`src/rtl/stat_pkg.sv`:
```
package stat_pkg;

    localparam int FLAG_W  = 3;
    localparam int HW_W    = 2;
    localparam int USER_W  = 3;
    localparam int REG_W   = FLAG_W + HW_W + USER_W;
    localparam int HW_LSB  = FLAG_W;
    localparam int USER_LSB = FLAG_W + HW_W;

    typedef struct packed {
        logic [USER_W-1:0] user;
        logic [HW_W-1:0]   hw;
        logic [FLAG_W-1:0] flags;
    } stat_t;

    localparam stat_t STAT_RST = '{user: '0, hw: '1, flags: '0};

endpackage

```
`src/rtl/stat_flag_sel.sv`:
```
module stat_flag_sel (
    input  logic cur_i,
    input  logic wr_en_i,
    input  logic wr_bit_i,
    input  logic shield_i,
    input  logic aff_i,
    input  logic flag_i,
    output logic nxt_o
);
    always_comb begin
        if (aff_i) begin
            nxt_o = flag_i;
        end else if (wr_en_i && !shield_i) begin
            nxt_o = wr_bit_i;
        end else begin
            nxt_o = cur_i;
        end
    end
endmodule

```
`src/rtl/stat_hw_bit.sv`:
```
module stat_hw_bit (
    input  logic cur_i,
    input  logic set_i,
    input  logic clr_i,
    output logic nxt_o
);
    always_comb begin
        if (set_i) begin
            nxt_o = 1'b1;
        end else if (clr_i) begin
            nxt_o = 1'b0;
        end else begin
            nxt_o = cur_i;
        end
    end
endmodule

```
`src/rtl/stat_plain_bits.sv`:
```
module stat_plain_bits #(
    parameter int W = 3
) (
    input  logic [W-1:0] cur_i,
    input  logic         wr_en_i,
    input  logic [W-1:0] data_i,
    output logic [W-1:0] nxt_o
);
    always_comb begin
        nxt_o = wr_en_i ? data_i : cur_i;
    end
endmodule

```
`src/rtl/stat_flag_merge.sv`:
```
module stat_flag_merge
    import stat_pkg::*;
(
    input  logic              clk_i,
    input  logic              rst_i,
    input  logic              wr_en_i,
    input  logic [REG_W-1:0]  wr_data_i,
    input  logic              shield_i,
    input  logic [FLAG_W-1:0] aff_i,
    input  logic [FLAG_W-1:0] flag_i,
    input  logic [HW_W-1:0]   hw_set_i,
    input  logic [HW_W-1:0]   hw_clr_i,
    output logic [REG_W-1:0]  status_o
);

    stat_t state_d, state_q;
    stat_t wr_view;

    logic [FLAG_W-1:0] flag_nxt;
    logic [HW_W-1:0]   hw_nxt;
    logic [USER_W-1:0] user_nxt;

    assign wr_view = stat_t'(wr_data_i);

    // Per-flag merge: ALU value for affected flags, data otherwise.
    for (genvar g = 0; g < FLAG_W; g++) begin : g_flag
        stat_flag_sel u_sel (
            .cur_i    (state_q.flags[g]),
            .wr_en_i  (wr_en_i),
            .wr_bit_i (wr_view.flags[g]),
            .shield_i (shield_i),
            .aff_i    (aff_i[g]),
            .flag_i   (flag_i[g]),
            .nxt_o    (flag_nxt[g])
        );
    end

    // Hardware status bits: no software path at all.
    for (genvar h = 0; h < HW_W; h++) begin : g_hw
        stat_hw_bit u_hw (
            .cur_i (state_q.hw[h]),
            .set_i (hw_set_i[h]),
            .clr_i (hw_clr_i[h]),
            .nxt_o (hw_nxt[h])
        );
    end

    stat_plain_bits #(.W(USER_W)) u_user (
        .cur_i   (state_q.user),
        .wr_en_i (wr_en_i),
        .data_i  (wr_view.user),
        .nxt_o   (user_nxt)
    );

    always_comb begin
        state_d       = state_q;
        state_d.flags = flag_nxt;
        state_d.hw    = hw_nxt;
        state_d.user  = user_nxt;
        if (rst_i) begin
            state_d = STAT_RST;
        end
    end

    always_ff @(posedge clk_i) begin
        state_q <= state_d;
    end

    assign status_o = state_q;

endmodule

```
`config.mk`:
```
export PLATFORM = sky130hd
export DESIGN_NAME = stat_flag_merge
export DESIGN_NICKNAME = d
export VERILOG_FILES = /design/src/rtl/stat_pkg.sv /design/src/rtl/stat_flag_sel.sv /design/src/rtl/stat_hw_bit.sv /design/src/rtl/stat_plain_bits.sv /design/src/rtl/stat_flag_merge.sv
export SDC_FILE = /design/constraint.sdc
export NUM_CORES = 1
export LEC_CHECK = 0
export ABC_CLOCK_PERIOD_IN_PS = 1400
export BUFFER_PORTS_ARGS = -buffer_cell sky130_fd_sc_hd__buf_4
export CAP_MARGIN = 0
export CORE_AREA = 2 2 39 41
export CTS_CLUSTER_SIZE = 8
export DETAILED_ROUTE_END_ITERATION = 8
export DIE_AREA = 0 0 41 43
export PLACE_DENSITY = 0.62
export SLEW_MARGIN = 40
export SYNTH_ARGS = -nofsm -noshare
export SYNTH_HDL_FRONTEND = slang
export SYNTH_SLANG_ARGS = --single-unit
```
`constraint.sdc`:
```
create_clock -name clk_i -period 1.4 [get_ports clk_i]
set_clock_uncertainty 0.2 [all_clocks]
set_input_delay 0.07 -clock clk_i [delete_from_list [all_inputs] [get_ports clk_i]]
set_output_delay 0.07 -clock clk_i [all_outputs]
set_load 0.05 [all_outputs]
```
==> results by group <==
Clock tree
  – CTS buffer count: 3
  – Htree depth: 1
  – Clock-pin slew on the worst setup and hold paths: 0.06 ns
  – CTS tree: done
  – Bufs on Longest Clock Path: 2
  – Clock Latency Late Sink: 0.25 ns
  – CTS Sinks: 8
  – CTS root buf: clkbuf_4

Place
  – Routability Congestion: 0.592
  – Final HPWL DP: 649 µm
  – IO Port Bufs: 27
  – DP Cell Count: 77
  – Placement Cell Area: 551 µm²

STA
  – RSZ-0062 raised after global routing: no
  – Min cycle time layout: 1.31 ns
  – Final setup fails: 0
  – Setup tns final: 0 ns
  – Final max-slew violation count: 0
  – Final-report hold violation count: 1
  – Max-slew headroom: 83.5%
  – Max Clk Rate: 0.766 GHz
  – Ratio of final minimum period to clock period: 93.3%
  – Final hold slack: -0.00918 ns
  – Actual slew at the worst max-slew pin: 0.247 ns

Detailed routing
  – Total Wirelength: 997 µm
  – DR vias: 405
  – Initial DRC Count: 3
  – Antenna-violating nets left: 0
  – Drt via density: 4.09
  – Residual DRC: 0
  – First drt pass iteration count: 2
  – Mean routed wirelength per cell: 10.1 µm

Setup path
  – Critical path required time: 1.33 ns
  – Worst Setup End Kind: register
  – Critical path type: primary input to register
  – Worst Setup Start Kind: primary input
  – Crit Path Max Fanout: 4
  – Crit path DAT: 1.24 ns
  – Worst reg2reg path startpoint: status_o[0]
  – Critical Path Source: wr_en_i

Synth
  – Mapped Cells: 39
  – Synth Warn #: 0
  – EDFF count, synth: 0
  – Mux contribution to synthesized area: 8.22%
  – Area leader, netlist: dfxtp_1
  – Number of synthesized register bits: 8
  – Compound-Gate Fraction of Synth Area: 15.1%
  – Area contributors post-synth: dfxtp_1 44%, a2111oi_2 12%, buf_4 10%, mux2i_1 8.2%, nor3_1 8.2%
  – Post-synth cell types: 10
  – Synth Area in XOR/XNOR: 0%
  – Asr flop ratio synth: 0%
  – Most frequent cells after synthesis: 8 x dfxtp_1, 6 x nor3_1, 5 x buf_4, 5 x inv_1, 5 x nor2_1
  – Syn_nets: 61
  – Cell area after synthesis: 365 µm²
  – Top-count cell post-synth: dfxtp_1
  – Top_reg_cell synth: dfxtp_1
  – Largest family of logic cells by synthesized area: simple AND/OR/NAND/NOR gates
  – Synth top area share: 43.8%
  – Simple-gate share of the synthesized area: 17.5%
  – Synthesized area per cell: 9.37 µm²
  – Register area share after synthesis: 43.8%
  – Adder-cell share of the synthesized area: 0%

Cells and area
  – Cell area after layout: 763 µm²
  – Max reg flops: 8
  – Non-Filler Instances: 99
  – Number of fill cells in the layout: 119
  – Share of cells above drive strength 1: 43.4%
  – Ant diodes: 0
  – Layout area overhead: 109%
  – Nets: 107

Floorplan
  – Site Rows: 14
  – Initial Util: 26.4%
  – # IOs: 30
  – Die H: 43 µm
  – Die span in x: 41 µm
  – Core area: 0.00138 mm²
  – Die ar.: 0.00176 mm²

Outcome
  – Status: finished with violations
  – Failing checks: negative hold slack

Power and ir drop
  – Overall Power: 0.000627 W
  – VDD IR max: 389 µV
  – Power density over cell area: 822 mW/mm²
  – Leak Pwr: 0.376 nW

Global route
  – Total gr overflow: 0
  – Gr usage total: 12.3%
  – First-pass GRT wire length: 1520 µm
  – Initial antenna violation count: 0
  – Vias in the first global route: 409
  – Largest net degree at the start of global routing: 9

Job
  – Max_cap viols: 0

Hold path
  – Hold path start: wr_data_i[0]
  – Hold Path Class: primary input to register
cell type report:
type	instances	area, µm²	area share [%]
Timing Repair Buffer	46	392	51.3
Sequential cell	8	160	21.0
Inverter	5	18.8	2.46
Multi-Input combinational cell	21	150	19.7
Clock buffer	3	22.5	2.95
Tap cell	16	20.0	2.62
placed cells by master (no fill, tap or decap):
| master | instances |
|---|---|
| dlygate4sd3_1 | 17 |
| dfxtp_1 | 8 |
| inv_1 | 5 |
| clkbuf_4 | 3 |
| a2111oi_2 | 3 |
| buf_6 | 1 |
| nor2_1 | 5 |
| or2b_1 | 1 |
| mux2i_1 | 3 |
| o21ai_0 | 2 |
| buf_4 | 28 |
| and2b_2 | 1 |
| nor3_1 | 6 |
metal layers:
metal | routed length, µm | global-route usage, % | vias to the layer above
met4 | 0 | 4.00 | 0
met1 | 404 | 14.5 | 176
met5 | 0 | 0 | -
met3 | 75 | 3.14 | 0
li1 | - | - | 215
met2 | 517 | 20.6 | 14
cells by family (layout without fill, tap and decap cells):
| group | count (synthesis) | after routing |
|---|---|---|
| buffers and inverters | 10 | 54 |
| AND/OR/NAND/NOR | 13 | 13 |
| multiplexers | 3 | 3 |
| flip-flops | 8 | 8 |
| AO/OA/AOI/OAI | 5 | 5 |
where the power goes:
part / switching (W) / internal, W
Clock: 0.0000774 / 0.0000981
Combinational: 0.0000958 / 0.000106
Sequential: 0.00000722 / 0.000243
path summary, 6_finish.rpt:
check                      to  slack [ns]  cells after the start
setup / recovery  status_o[1]        0.09                      5
hold / removal    status_o[0]      -0.009                      3
setup reg to reg  status_o[0]        0.40                      2
hold reg to reg   status_o[4]        0.28                      2
worst max-delay path, stage by stage:
cell and delay (ns):
dlygate4sd3_1 0.55, buf_6 0.11, or2b_1 0.26, nor3_1 0.20, a2111oi_2 0.05
timing repair:
item | in CTS | in global routing
gates resized for setup | 0 | 2
setup endpoints to repair | 0 | 1
setup buffers | 0 | 2
hold buffers | 17 | 0
endpoints found under the hold margin | 8 | 0
metrics by stage:
stage | utilization, % | setup WS [ns]
after floorplan | - | 0.318
after global placement | 39.8 | 0.309
after detailed placement | 39.8 | 0.302
after CTS | 53.7 | 0.0535
after global routing | 55.2 | 0.0149
final | 55.2 | 0.0938
(Power assumes the default switching activity.)
